==> src/rtl/a429_tx_pkg.sv <==
package a429_tx_pkg;
  localparam int unsigned WORD_W  = 32;
  localparam int unsigned LABEL_W = 8;

  typedef enum logic [1:0] {
    ST_IDLE  = 2'd0,
    ST_DRIVE = 2'd1,
    ST_NULL  = 2'd2,
    ST_GAP   = 2'd3
  } tx_state_t;
endpackage

==> src/rtl/a429_txq.sv <==
module a429_txq #(
  parameter int unsigned DEPTH = 32,
  parameter int unsigned W     = 32
) (
  input  logic                         clk,
  input  logic                         rst_n,
  input  logic                         push,
  input  logic [W-1:0]                 din,
  input  logic                         pop,
  output logic [W-1:0]                 dout,
  output logic                         empty,
  output logic                         full,
  output logic [$clog2(DEPTH+1)-1:0]   level
);
  localparam int unsigned PW = (DEPTH > 1) ? $clog2(DEPTH) : 1;
  localparam int unsigned CW = $clog2(DEPTH+1);
  localparam logic [PW-1:0] PTR_LAST = PW'(DEPTH-1);
  localparam logic [CW-1:0] CNT_FULL = CW'(DEPTH);

  logic [W-1:0]  mem [DEPTH];
  logic [PW-1:0] wr_ptr_q, wr_ptr_d;
  logic [PW-1:0] rd_ptr_q, rd_ptr_d;
  logic [CW-1:0] cnt_q, cnt_d;
  logic          push_ok, pop_ok;

  assign empty   = (cnt_q == '0);
  assign full    = (cnt_q == CNT_FULL);
  assign level   = cnt_q;
  assign push_ok = push && !full;
  assign pop_ok  = pop && !empty;
  assign dout    = mem[rd_ptr_q];

  always_comb begin
    wr_ptr_d = wr_ptr_q;
    rd_ptr_d = rd_ptr_q;
    cnt_d    = cnt_q;
    if (push_ok) begin
      wr_ptr_d = (wr_ptr_q == PTR_LAST) ? '0 : wr_ptr_q + 1'b1;
    end
    if (pop_ok) begin
      rd_ptr_d = (rd_ptr_q == PTR_LAST) ? '0 : rd_ptr_q + 1'b1;
    end
    case ({push_ok, pop_ok})
      2'b10:   cnt_d = cnt_q + 1'b1;
      2'b01:   cnt_d = cnt_q - 1'b1;
      default: cnt_d = cnt_q;
    endcase
  end

  always_ff @(posedge clk or negedge rst_n) begin
    if (!rst_n) begin
      wr_ptr_q <= '0;
      rd_ptr_q <= '0;
      cnt_q    <= '0;
    end else begin
      wr_ptr_q <= wr_ptr_d;
      rd_ptr_q <= rd_ptr_d;
      cnt_q    <= cnt_d;
    end
  end

  always_ff @(posedge clk) begin
    if (push_ok) begin
      mem[wr_ptr_q] <= din;
    end
  end
endmodule

==> src/rtl/a429_frame_build.sv <==
module a429_frame_build #(
  parameter int unsigned W   = 32,
  parameter int unsigned LBL = 8
) (
  input  logic [W-1:0] word,
  input  logic         rev_label,
  input  logic         odd_par,
  output logic [W-1:0] frame
);
  logic par_bit;

  assign par_bit = ~(^word[W-2:0]);

  for (genvar k = 0; k < LBL; k++) begin : g_label
    assign frame[k] = rev_label ? word[LBL-1-k] : word[k];
  end

  for (genvar k = LBL; k < W-1; k++) begin : g_data
    assign frame[k] = word[k];
  end

  assign frame[W-1] = odd_par ? par_bit : word[W-1];
endmodule

==> src/rtl/a429_tx_seq.sv <==
module a429_tx_seq
  import a429_tx_pkg::*;
#(
  parameter int unsigned W         = 32,
  parameter int unsigned FAST_HALF = 5,
  parameter int unsigned SLOW_HALF = 40,
  parameter int unsigned GAP_BITS  = 4
) (
  input  logic         clk,
  input  logic         rst_n,
  input  logic         tick,
  input  logic         rate_slow,
  input  logic         avail,
  input  logic [W-1:0] frame_in,
  output logic         take,
  output tx_state_t    state,
  output logic         line_a,
  output logic         line_b
);
  localparam int unsigned MAXCNT = 2 * GAP_BITS * SLOW_HALF;
  localparam int unsigned TW     = $clog2(MAXCNT + 1);
  localparam int unsigned BW     = $clog2(W);
  localparam logic [TW-1:0] FAST_END = TW'(FAST_HALF - 1);
  localparam logic [TW-1:0] SLOW_END = TW'(SLOW_HALF - 1);
  localparam logic [TW-1:0] FGAP_END = TW'(2 * GAP_BITS * FAST_HALF - 1);
  localparam logic [TW-1:0] SGAP_END = TW'(2 * GAP_BITS * SLOW_HALF - 1);
  localparam logic [BW-1:0] LAST_BIT = BW'(W - 1);

  tx_state_t     st_q, st_d;
  logic [W-1:0]  sreg_q, sreg_d;
  logic [BW-1:0] bit_q, bit_d;
  logic [TW-1:0] tcnt_q, tcnt_d;
  logic          slow_q, slow_d;
  logic [TW-1:0] half_end, gap_end;
  logic          half_done, gap_done;

  assign half_end  = slow_q ? SLOW_END : FAST_END;
  assign gap_end   = slow_q ? SGAP_END : FGAP_END;
  assign half_done = tick && (tcnt_q == half_end);
  assign gap_done  = tick && (tcnt_q == gap_end);
  assign take      = (st_q == ST_IDLE) && avail;

  always_comb begin
    st_d   = st_q;
    sreg_d = sreg_q;
    bit_d  = bit_q;
    tcnt_d = tcnt_q;
    slow_d = slow_q;
    case (st_q)
      ST_IDLE: begin
        if (avail) begin
          st_d   = ST_DRIVE;
          sreg_d = frame_in;
          bit_d  = '0;
          tcnt_d = '0;
          slow_d = rate_slow;
        end
      end
      ST_DRIVE: begin
        if (half_done) begin
          st_d   = ST_NULL;
          tcnt_d = '0;
        end else if (tick) begin
          tcnt_d = tcnt_q + 1'b1;
        end
      end
      ST_NULL: begin
        if (half_done) begin
          tcnt_d = '0;
          if (bit_q == LAST_BIT) begin
            st_d = ST_GAP;
          end else begin
            st_d   = ST_DRIVE;
            bit_d  = bit_q + 1'b1;
            sreg_d = {1'b0, sreg_q[W-1:1]};
          end
        end else if (tick) begin
          tcnt_d = tcnt_q + 1'b1;
        end
      end
      ST_GAP: begin
        if (gap_done) begin
          st_d   = ST_IDLE;
          tcnt_d = '0;
        end else if (tick) begin
          tcnt_d = tcnt_q + 1'b1;
        end
      end
      default: st_d = ST_IDLE;
    endcase
  end

  always_ff @(posedge clk or negedge rst_n) begin
    if (!rst_n) begin
      st_q   <= ST_IDLE;
      sreg_q <= '0;
      bit_q  <= '0;
      tcnt_q <= '0;
      slow_q <= 1'b0;
    end else begin
      st_q   <= st_d;
      sreg_q <= sreg_d;
      bit_q  <= bit_d;
      tcnt_q <= tcnt_d;
      slow_q <= slow_d;
    end
  end

  assign state  = st_q;
  assign line_a = (st_q == ST_DRIVE) && sreg_q[0];
  assign line_b = (st_q == ST_DRIVE) && !sreg_q[0];
endmodule

==> src/rtl/a429_word_sender.sv <==
module a429_word_sender
  import a429_tx_pkg::*;
#(
  parameter int unsigned DEPTH     = 32,
  parameter int unsigned FAST_HALF = 5,
  parameter int unsigned SLOW_HALF = 40,
  parameter int unsigned GAP_BITS  = 4
) (
  input  logic        clk,
  input  logic        rst_n,
  input  logic        tick_1us,
  input  logic        rate_slow,
  input  logic        label_rev,
  input  logic        par_odd,
  input  logic        wr_en,
  input  logic [31:0] wr_data,
  output logic        q_empty,
  output logic        q_full,
  output logic        line_hi_a,
  output logic        line_hi_b
);
  localparam int unsigned CW = $clog2(DEPTH + 1);

  logic [WORD_W-1:0] head_word;
  logic [WORD_W-1:0] frame;
  logic [CW-1:0]     level;
  logic              take;
  tx_state_t         seq_state;

  a429_txq #(.DEPTH(DEPTH), .W(WORD_W)) u_q (
    .clk   (clk),
    .rst_n (rst_n),
    .push  (wr_en),
    .din   (wr_data),
    .pop   (take),
    .dout  (head_word),
    .empty (q_empty),
    .full  (q_full),
    .level (level)
  );

  a429_frame_build #(.W(WORD_W), .LBL(LABEL_W)) u_frame (
    .word      (head_word),
    .rev_label (label_rev),
    .odd_par   (par_odd),
    .frame     (frame)
  );

  a429_tx_seq #(
    .W(WORD_W), .FAST_HALF(FAST_HALF), .SLOW_HALF(SLOW_HALF), .GAP_BITS(GAP_BITS)
  ) u_seq (
    .clk       (clk),
    .rst_n     (rst_n),
    .tick      (tick_1us),
    .rate_slow (rate_slow),
    .avail     (!q_empty),
    .frame_in  (frame),
    .take      (take),
    .state     (seq_state),
    .line_a    (line_hi_a),
    .line_b    (line_hi_b)
  );
endmodule

==> config.mk <==
export PLATFORM = sky130hd
export DESIGN_NAME = a429_word_sender
export DESIGN_NICKNAME = d
export VERILOG_FILES = /design/src/rtl/a429_tx_pkg.sv /design/src/rtl/a429_txq.sv /design/src/rtl/a429_frame_build.sv /design/src/rtl/a429_tx_seq.sv /design/src/rtl/a429_word_sender.sv
export SDC_FILE = /design/constraint.sdc
export NUM_CORES = 1
export LEC_CHECK = 0
export ABC_CLOCK_PERIOD_IN_PS = 3900
export BUFFER_PORTS_ARGS = -buffer_cell sky130_fd_sc_hd__buf_2
export CORE_MARGIN = 5
export CORE_UTILIZATION = 55
export CTS_CLUSTER_SIZE = 25
export DETAILED_ROUTE_END_ITERATION = 7
export PLACE_DENSITY = 0.71
export SYNTH_ARGS = -nofsm -noshare
export SYNTH_HDL_FRONTEND = slang
export SYNTH_SLANG_ARGS = --single-unit
export TNS_END_PERCENT = 10
==> constraint.sdc <==
create_clock -name clk -period 3.9 [get_ports clk]
set_clock_uncertainty 0.1 [all_clocks]
set_input_delay 0.78 -clock clk [delete_from_list [all_inputs] [get_ports clk]]
set_output_delay 0.78 -clock clk [all_outputs]
set_load 0.01 [all_outputs]
==> flow_summary_export.csv <==
group,metric,value,unit
status,status,"finished clean",
routing,antenna_left,0,
pwr,internal_power,19.5,mW
synthesis,synth_area_leaders,"edfxtp_1, mux4_2, dfrtp_1",
sta,setup_slack,0.158,ns
worst_setup_path,cp_cell_sequence,"buf_12 > buf_12 > buf_4 > mux4_2 > a22oi_1 > a31o_2 > xor2_1 > xnor3_1 > xnor2_2 > xnor2_1 > o21ai_1",
synthesis,yosys_warnings,0,
pwr,pwr-share-comb,0.055,
finish,syn_to_final_growth,13.5,%
worst_setup_path,critical_path_depth,11,
worst_setup_path,cp_slowest_cell,"mux4_2",
clocking,cts_htree_levels,3,
synthesis,synth_nets,2202,
worst_setup_path,crit_family,"XOR/XNOR gates",
routing,drt-initial-drc-count,2800,
synthesis,yosys.area.top_type,"edfxtp_1",
global_routing,grt_pass1_vias,22400,
min_path,hold_class,"in -> async",
worst_setup_path,worstSetupEndpointType,"flip-flop",
floorplanning,die_area,0.0838,mm^2
finish,finalNetCount,2348,
pwr,leakagePower,15.6,nW
floorplanning,coreArea,0.0775,mm^2
sta,period_needed,3.74,ns
sta,worst-slew-pin-transition,1.25,ns
routing,detail_route.wl_per_cell,31.0,um
pwr,sw_frac_of_total,0.220,
global_routing,grt_use_total,0.256,
routing,vias_per_cell,6.54,
worst_setup_path,critPathRequiredTime,4.33,ns
place,place_ws,0.0612,ns
global_routing,grt_antenna_before_repair,5,
pwr,seq_power_share,0.544,
global_routing,busiest_layer,"met2",
routing,first_pass_iters,6,
worst_setup_path,start_kind,"flip-flop",
worst_setup_path,worstPathMaxFanout,20,
synthesis,synth.avg_cell_area,20.0,um^2
sta,maxSlewViolCount,0,
global_routing,grt_max_degree,66,
floorplanning,die_h,289,um
synthesis,synth_ff_type,"edfxtp_1",
sta,setup_violations,0,
synthesis,seq_area_frac_synth,0.754,
synthesis,synth-edff-count,1024,
pwr,p_sw,5.50,mW
clocking,clock_sinks,1089,
job,maxCapViolCount,0,
pwr,power_density,513,mW/mm^2
routing,drc,0,
clocking,clk_pin_slew,0.06,ns
finish,fin_util,0.629,
floorplanning,ioPinCount,43,
clocking,cts_buffer_depth,3,
synthesis,synth_seq_cells,1089,
sta,hold_viol,0,
global_routing,grt_pass1_wl,153000,um
sta,max_freq,0.267,GHz
routing,num_vias,22400,
sta,tns,0,ns
worst_setup_path,critPathMaxStageDelay,0.53,ns
global_routing,grtUsageMet3,0.0543,
synthesis,synth_cells,2145,
worst_setup_path,reg2regPathDepth,11,
pwr,power_frac_clock,0.401,
place,io_buffer_count,42,
pwr,ir_worst_vdd,0.327,mV
global_routing,grt_overflow,0,
clocking,cts_resized,0,
worst_setup_path,crit_arrival,4.18,ns
place,gp_congestion,0.788,
floorplanning,die_w,289,um
pwr,power,25.0,mW
floorplanning,start_util,0.554,
clocking,cts_tree,"built",
routing,routed_wl,106000,um
global_routing,met2_usage,0.417,
place,dpl.cell_count,3220,
finish,stdcell_count,3426,
clocking,clk_latency,0.66,ns
synthesis,post_synth_num_cell_types,53,
floorplanning,num_rows,102,
finish,drive_above_1_share,0.228,
clocking,root_buffer,"clkbuf_16",
worst_setup_path,crit_path_frequent_cell,"buf_12",
sta,post-route-period-util,0.959,
synthesis,synth.top_cell.area_share,0.716,
sta,rsz0062_at_grt,"false",
sta,relSlewSlack,0.166,
clocking,cts_buffers,104,
place,post-dp-hpwl,56700,um
global_routing,met1_usage,0.349,
synthesis,syn_area,0.0429,mm^2
synthesis,ys_async_sr_fraction,0.0597,
worst_setup_path,critical_path_class,"reg -> reg",
worst_setup_path,path_buf_inv,3,
cells in the mapped netlist, drive strengths merged (7+ instances only):
cell	count
edfxtp	1024
mux4	198
mux2i	136
nor2	85
nand2	78
buf	67
dfrtp	65
clkbuf	56
o21ai	54
a21oi	50
o221ai	47
a22oi	30
a211oi	28
a22o	28
a21o	18
ha	18
xor2	17
xnor2	16
o22ai	15
and3	13
inv	13
a31o	11
nand3	9
a221o	8
nor2b	7
cell type report:
type | instances | area (um^2)
Sequential cell | 1089 | 32400
Fill cell | 5188 | 28700
Multi-Input combinational cell | 920 | 9980
Clock buffer | 131 | 2770
Timing Repair Buffer | 163 | 1600
Tap cell | 1040 | 1300
Clock inverter | 67 | 656
Inverter | 13 | 48.8
Antenna cell | 3 | 7.51
worst reg2reg max path: stages (launching register included):
cell     delay [ns]
dfrtp_4        0.43
buf_12         0.15
buf_12         0.20
buf_4          0.29
mux4_2         0.53
a22oi_1        0.29
a31o_2         0.23
xor2_1         0.31
xnor3_1        0.51
xnor2_2        0.28
xnor2_1        0.19
o21ai_1        0.11
repair_timing:
action,in CTS,in global routing
hold buffers,0,0
setup endpoints to repair,0,1
buffers inserted,0,5
per-stage QoR:
stage	area (um^2)	hold slack, ns
floorplan	42900	0.342
global placement	45300	0.356
detailed placement	45300	0.373
CTS	48700	0.190
global route	48700	0.233
finish	48700	0.175
metal layers:
layer / share of wire / vias to the layer above / routed length (um)
li1: - / 9172 / -
met1: 0.38 / 11700 / 40600
met2: 0.49 / 1300 / 52000
met3: 0.094 / 240 / 9960
met4: 0.036 / 0 / 3810
met5: 0 / - / 0
path summary, 6_finish.rpt:
path / start / end / slack (ns)
hold reg to reg: u_seq.bit_q[4]$_DFFE_PN0P_ / u_seq.bit_q[4]$_DFFE_PN0P_ / 0.38
hold / removal: rst_n / u_q.wr_ptr_q[1]$_DFFE_PN0P_ / 0.17
setup / recovery: u_q.rd_ptr_q[0]$_DFFE_PN0P_ / u_seq.sreg_q[31]$_DFFE_PN0P_ / 0.16
max in group asynchronous: rst_n / u_q.rd_ptr_q[0]$_DFFE_PN0P_ / 2.73
setup reg to reg: u_q.rd_ptr_q[0]$_DFFE_PN0P_ / u_seq.sreg_q[31]$_DFFE_PN0P_ / 0.16
min in group clk: rate_slow / u_seq.slow_q$_DFFE_PN0P_ / 0.25
registers in the layout (all words and copies together), names as in the netlist:
register and count:
u_seq.sreg_q 32, u_seq.bit_q 5, u_seq.state 2, u_q.mem 1024, u_seq.slow_q 1, u_q.level 6
u_q.wr_ptr_q 5, u_seq.tcnt_q 9, u_q.rd_ptr_q 5
cell families after synthesis:
group,synth area share
AOI/OAI and AO/OA,0.0495
xor gates and xnor gates,0.00918
adders and majority gates,0.00525
buffers and inverters,0.0199
DFF,0.754
muxes,0.138
and+or+nand+nor,0.0237
power groups by stage:
stage	registers, mW	clock network (mW)	logic [mW]
floorplan	13.8	0	0.619
global placement	13.8	0	1.31
detailed placement	13.8	0	1.36
CTS	13.6	10.1	1.37
global route	13.6	10.7	1.45
finish	13.6	10.0	1.37
cells in the final DEF (no fill, tap or decap), types with 28 or more instances in the layout:
master,n
mux4_2,171
nand2_1,78
edfxtp_1,1024
buf_4,84
mux2i_1,136
o21ai_0,52
o221ai_1,47
buf_2,41
a22oi_1,30
nor2_4,33
buf_12,38
nor2_1,52
a21oi_1,50
dfrtp_1,62
a22o_1,28
a211oi_1,28
clkbuf_16,105
Note: power is estimated with default switching activity, not from simulation.
